===== src/rtl/scan_pkg.sv =====
// Shared types for the scan address generator.
package scan_pkg;
    typedef enum logic {
        SCAN_PORTRAIT  = 1'b0,
        SCAN_LANDSCAPE = 1'b1
    } scan_mode_e;
endpackage


===== src/rtl/scan_pos_counter.sv =====
// Pixel-within-line and line-within-frame position counters.
// Assumes: step only while a pixel is being accepted; clear restarts at 0/0.
module scan_pos_counter #(
    parameter int PIX_PER_LINE = 240,
    parameter int LINES        = 329,
    localparam int PIX_W       = $clog2(PIX_PER_LINE),
    localparam int LINE_W      = $clog2(LINES)
) (
    input  logic              clk,
    input  logic              rst_n,
    input  logic              clear,
    input  logic              step,
    output logic [PIX_W-1:0]  pix_idx,
    output logic [LINE_W-1:0] line_idx,
    output logic              pix_last,
    output logic              line_last
);
    assign pix_last  = (pix_idx == PIX_W'(PIX_PER_LINE - 1));
    assign line_last = (line_idx == LINE_W'(LINES - 1));

    // Advance the pixel count and roll into the line count at line end.
    always_ff @(posedge clk) begin
        if (!rst_n || clear) begin
            pix_idx  <= '0;
            line_idx <= '0;
        end else if (step) begin
            if (pix_last) begin
                pix_idx  <= '0;
                line_idx <= line_last ? '0 : line_idx + LINE_W'(1);
            end else begin
                pix_idx <= pix_idx + PIX_W'(1);
            end
        end
    end
endmodule


===== src/rtl/scan_line_start.sv =====
// Start address of a line in rotated mode.
// Blanking lines read from the base; visible lines walk columns backwards.
module scan_line_start #(
    parameter int BLANK_LINES = 9,
    parameter int LINES       = 329,
    parameter int BYTES_PP    = 2,
    parameter int ADDR_W      = 32,
    localparam int LINE_W     = $clog2(LINES)
) (
    input  logic [ADDR_W-1:0] base,
    input  logic [LINE_W-1:0] line,
    output logic [ADDR_W-1:0] start_addr
);
    logic [ADDR_W-1:0] rev_line;

    // Column offset counted back from the last line of the frame.
    always_comb begin
        rev_line = ADDR_W'(LINES - 1) - ADDR_W'(line);
        if (line < LINE_W'(BLANK_LINES))
            start_addr = base;
        else
            start_addr = base + rev_line * ADDR_W'(BYTES_PP);
    end
endmodule


===== src/rtl/scan_addr_gen.sv =====
// Framebuffer scan address generator with linear and rotated modes.
// Offers one pixel address per handshake; inputs are sampled at frame starts.
// Assumes: start is a single-cycle pulse; reset is synchronous, active low.
module scan_addr_gen #(
    parameter int PIX_PER_LINE = 240,
    parameter int BLANK_LINES  = 9,
    parameter int VIS_LINES    = 320,
    parameter int BYTES_PP     = 2,
    parameter int ADDR_W       = 32,
    localparam int LINES       = BLANK_LINES + VIS_LINES,
    localparam int PIX_W       = $clog2(PIX_PER_LINE),
    localparam int LINE_W      = $clog2(LINES),
    localparam int COL_STRIDE  = VIS_LINES * BYTES_PP
) (
    input  logic              clk,
    input  logic              rst_n,
    input  logic [ADDR_W-1:0] base_addr,
    input  logic              landscape,
    input  logic              start,
    input  logic              rd_ready,
    output logic              rd_valid,
    output logic [ADDR_W-1:0] rd_addr,
    output logic              line_first,
    output logic              frame_first
);
    import scan_pkg::*;

    logic              running;
    scan_mode_e        mode_q;
    logic [ADDR_W-1:0] base_q;
    logic [ADDR_W-1:0] addr_q;
    logic [ADDR_W-1:0] addr_nxt;
    logic [ADDR_W-1:0] rot_start;
    logic [PIX_W-1:0]  pix_idx;
    logic [LINE_W-1:0] line_idx;
    logic [LINE_W-1:0] line_nxt;
    logic              pix_last;
    logic              line_last;
    logic              fire;
    logic              start_go;

    assign fire     = running && rd_ready;
    assign start_go = start && !running;
    assign line_nxt = line_last ? '0 : line_idx + LINE_W'(1);

    scan_pos_counter #(
        .PIX_PER_LINE(PIX_PER_LINE),
        .LINES       (LINES)
    ) u_pos (
        .clk      (clk),
        .rst_n    (rst_n),
        .clear    (start_go),
        .step     (fire),
        .pix_idx  (pix_idx),
        .line_idx (line_idx),
        .pix_last (pix_last),
        .line_last(line_last)
    );

    scan_line_start #(
        .BLANK_LINES(BLANK_LINES),
        .LINES      (LINES),
        .BYTES_PP   (BYTES_PP),
        .ADDR_W     (ADDR_W)
    ) u_rot (
        .base      (base_q),
        .line      (line_nxt),
        .start_addr(rot_start)
    );

    // Next address: frame reload, line start, or in-line stride.
    always_comb begin
        if (pix_last && line_last)
            addr_nxt = base_addr;
        else if (pix_last)
            addr_nxt = (mode_q == SCAN_LANDSCAPE) ? rot_start
                                                  : addr_q + ADDR_W'(BYTES_PP);
        else
            addr_nxt = (mode_q == SCAN_LANDSCAPE) ? addr_q + ADDR_W'(COL_STRIDE)
                                                  : addr_q + ADDR_W'(BYTES_PP);
    end

    // Run state, frame-sampled configuration and the address register.
    always_ff @(posedge clk) begin
        if (!rst_n) begin
            running <= 1'b0;
            mode_q  <= SCAN_PORTRAIT;
            base_q  <= '0;
            addr_q  <= '0;
        end else if (start_go) begin
            running <= 1'b1;
            mode_q  <= scan_mode_e'(landscape);
            base_q  <= base_addr;
            addr_q  <= base_addr;
        end else if (fire) begin
            addr_q <= addr_nxt;
            if (pix_last && line_last) begin
                mode_q <= scan_mode_e'(landscape);
                base_q <= base_addr;
            end
        end
    end

    assign rd_valid    = running;
    assign rd_addr     = addr_q;
    assign line_first  = running && (pix_idx == '0);
    assign frame_first = running && (pix_idx == '0) && (line_idx == '0);
endmodule


===== config.mk =====
export PLATFORM = sky130hd
export DESIGN_NAME = scan_addr_gen
export DESIGN_NICKNAME = d
export VERILOG_FILES = /design/src/rtl/scan_pkg.sv /design/src/rtl/scan_pos_counter.sv /design/src/rtl/scan_line_start.sv /design/src/rtl/scan_addr_gen.sv
export SDC_FILE = /design/constraint.sdc
export NUM_CORES = 1
export LEC_CHECK = 0
export BUFFER_PORTS_ARGS = -buffer_cell sky130_fd_sc_hd__buf_2
export CORE_MARGIN = 2
export CORE_UTILIZATION = 25
export CTS_BUF_LIST = sky130_fd_sc_hd__clkbuf_16
export DETAILED_ROUTE_END_ITERATION = 10
export PLACE_DENSITY = 0.37
export SLEW_MARGIN = 10
export SYNTH_ARGS = -nofsm -noshare
export SYNTH_HDL_FRONTEND = slang
export SYNTH_SLANG_ARGS = --single-unit

===== constraint.sdc =====
create_clock -name clk -period 5.6 [get_ports clk]
set_input_delay 0.28 -clock clk [delete_from_list [all_inputs] [get_ports clk]]
set_output_delay 0.28 -clock clk [all_outputs]
set_load 0.02 [all_outputs]

==> summary.txt <==
STA
  – RSZ-0062 raised after global routing: false
  – Setup ws final: ~0.50 ns
  – Total negative setup slack: 0 ns
  – Final min period: 5.10 ns
  – Slew Viols, Final: 0
  – Max Clock Freq: 196 MHz
  – WHS: between 0.15 and 0.2 ns
  – Fin Clk Skew: 0.0246 ns
  – Hold Fails Final Rpt: 0
  – Worst-Margin Slew: 0.751 ns
  – Tcrit/Tclk final: 91.0%
  – # setup viols final: 0
  – Relative slew slack: around half

Synthesis
  – Synthesized area: 7080 sq um
  – Top cell type's share of synthesized area: 23.5%
  – Ranking of synthesized cells by area: dfxtp_1 (23%), nand2_1 (8.5%), a21oi_1 (7.4%), ha_1 (6.5%), o21ai_0 (5.2%)
  – Avg Cell Area, Syn: 7.16 sq um
  – Ys async rst share: 0%
  – #FFs+latches synth: 83
  – Yosys warning count: 0
  – Register area share after synthesis: 23.5%
  – Syn_nets: 1063
  – Syn Inst Count: about 990
  – Post-synth top area cell: dfxtp_1
  – Distinct cells, synth: 76
  – Main synth FF type: dfxtp_1
  – Number of flops mapped to enable cells by yosys: 0

Drt
  – Drt wl/cell: 20.2 um
  – Antenna Nets Post-Route: 0
  – DR vias/cell: 5.29
  – Overall routed net length: roughly 29000 um
  – Via count: 7476
  – TritonRoute pass-1 iters: 5
  – DRC: 0
  – DR iter-0 viols: a little over 600

Power and ir drop
  – Overall Power: 1.61 mW
  – Sw frac: 35.0%
  – Peak VDD IR: 0.000134 V
  – Sw Pwr: 0.562 mW
  – Combinational Power Share: a little under a fifth
  – P_leak: 2.98 nW
  – Reg power frac: between 40% and 50%
  – P per Cell Area: 199 nW/um^2
  – Pint: 1.05 mW
  – Clock share of power: roughly two fifths

Finish
  – Share of cells above drive strength 1: between 10% and 20%
  – Layout Nets: 1106
  – # diodes: 0
  – Layout Area Growth over Synthesis: 14.5%
  – Final cell count without fillers: 1414
  – # fillers: 3084
  – Design area: 8100 sq um
  – Fin util: 29.1%

Floorplan
  – DIE WIDTH: 172 um
  – Initial core utilization: 25.4%
  – IO Pins: 72
  – Core footprint: 27900 sq um
  – Die height: around 170 um
  – Row count: 61
  – Die area: 29700 sq um

Clock network
  – Clock slew at reported path FFs: 0.09 ns
  – CTS Buf Count: 9
  – Clk_lat worst skew: 0.37 ns
  – Clk sinks: 83
  – CTS tree: built
  – H-Tree Depth: 3
  – CTS Root Cell: clkbuf_16
  – CTS max path bufs: 2

Global route
  – Initial antenna violation count: 1
  – Vias in the first global route: 6941
  – GR Overflow Total: 0
  – First-pass GRT wire length: 43400 um
  – Pin count of the biggest net entering global routing: 48
  – GRT Util Overall: 19.4%

Placement
  – DP HPWL: roughly 22000 um
  – Dpl ws: 0.518 ns
  – Placed instance area: ~7800 sq um
  – Gpl congestion: 0.813
  – Port-buffer cells: 71
  – Dpl cells: 1398

Worst setup path
  – Setup crit end kind: flop
  – Setup CP Type: flop to flop
  – WP data arrival: roughly 5.3 ns
  – Critical Path RT: 5.82 ns
  – Crit Path Max Fanout: 9
  – CP bufs+invs: 1
  – Startpoint types: flop
  – Worst path slowest cell: a211oi_1
  – Critical Path Max Stage Delay: 0.40 ns
  – Critical path's top delay family: simple AND/OR/NAND/NOR gates
  – Crit path cell chain: inv_1, ha_1, nor2b_1, and4_1, nand2_1, nand2_1, ha_1, a21oi_1, nand2_1, nand3_1, a21bo_2, xor2_1, ha_1, and4_1, and3_1, nand4_1, a211oi_1, a211oi_2, o31ai_4, a21boi_0, nand4_1, o221ai_1

Flow run
  – Max-cap violations: 0

Outcome
  – Outcome: finished clean

Hold path
  – Worst hold path class: input port to flop
[flip-flops by register name, summed over array words and instances, names as in the netlist]
name and count:
base_q 32, mode_q 1, rd_addr 32, rd_valid 1
u_pos.line_idx 9, u_pos.pix_idx 8
[metal layers]
| metal | vias to the layer above | GRT usage (%) | part of all wire [%] |
|---|---|---|---|
| met5 | - | 0 | 0 |
| met4 | 0 | 3.65 | 0.87 |
| met3 | 15 | 2.17 | 4.0 |
| met2 | 166 | 29.8 | 44 |
| met1 | 3557 | 29.2 | 51 |
| li1 | 3738 | - | - |
[cells in the final DEF (no fill, tap or decap), types with 4 or more instances in the layout]
cell type    n
nor2_1      72
nor3_1      28
buf_4       17
o22ai_1      9
xnor2_1     32
o21a_1       9
o211ai_1    16
o21bai_1     4
nand4_1     19
dfxtp_1     83
nand2b_1     7
and2_1      10
o221ai_1     7
a21oi_1    104
mux2i_1      8
a221oi_1     8
or3_1        9
xor2_1      34
nand3b_1     5
a21o_1      15
nand2_1    160
and3_1      12
clkbuf_16    9
o21ai_0     73
ha_1        37
a31oi_1     12
a22oi_1      4
a211oi_1    20
nand3_1     33
and4_1       7
nor2b_1      5
buf_2       71
inv_1       15
a311oi_1     6
[final timing paths]
kind                                         from           to  slack (ns)  depth (start not counted)
worst max register to register  u_pos.line_idx[0]  rd_addr[28]        0.50                         22
worst min-delay path                    landscape       mode_q        0.15                          3
worst max-delay path            u_pos.line_idx[0]  rd_addr[28]        0.50                         22
worst min register to register          base_q[0]    base_q[0]        0.47                          2
[cells by family (layout without fill, tap and decap cells)]
| logic type | after synthesis | after routing | synth area share [%] |
|---|---|---|---|
| flip-flops | 83 | 83 | 23.5 |
| XOR/XNOR | 66 | 66 | 8.17 |
| multiplexers | 8 | 8 | 1.13 |
| AO/OA/AOI/OAI | 331 | 331 | 30.1 |
| buffers and inverters | 71 | 119 | 4.33 |
| AND/OR/NAND/NOR | 391 | 391 | 25.9 |
| adder cells (fa/ha/maj) | 38 | 38 | 6.83 |
[synthesized netlist by cell type, types with 10 or more instances]
cell type	number
nor3_1	29
xor2_1	34
o211ai_1	16
nor2_1	75
nand2_1	160
xnor2_1	32
inv_1	15
dfxtp_1	83
nand4_1	19
o21ai_0	74
a31oi_1	12
and2_1	10
clkbuf_1	38
a21o_1	15
buf_2	13
a211oi_1	20
ha_1	37
and3_1	12
a21oi_1	104
nand3_1	33
[power by group through the flow]
stage	Combinational [mW]	Sequential, mW	Clock (mW)
3_5_place_dp	0.304	0.692	0
3_3_place_gp	0.308	0.693	0
2_1_floorplan	0.183	0.686	0
6_report	0.305	0.678	0.625
5_1_grt	0.336	0.684	0.669
4_1_cts	0.305	0.678	0.647
[worst reg2reg max path, delay by kind of cell, from the launching register on]
family / cells / cell delay [ns]
AOI/OAI and AO/OA: 7 / 1.63
buffers and inverters: 1 / 0.13
adders and majority gates: 3 / 0.70
xor gates and xnor gates: 1 / 0.14
and+or+nand+nor: 10 / 2.00
DFF: 1 / 0.38
[what timing repair did]
action	in CTS	in global routing
resized for setup	0	1
endpoints found under the setup margin	0	1
buffers inserted	0	0
hold buffers	0	0
[area by class of cell]
class	count	area, sq um	area share [%]
Tap cell	378	473	5.84
Inverter	15	56.3	0.695
Sequential cell	83	1660	20.5
Clock inverter	7	76.3	0.942
Multi-Input combinational cell	834	5120	63.3
Timing Repair Buffer	88	483	5.96
Clock buffer	9	225	2.78
Note: power is estimated with default switching activity, not from simulation.
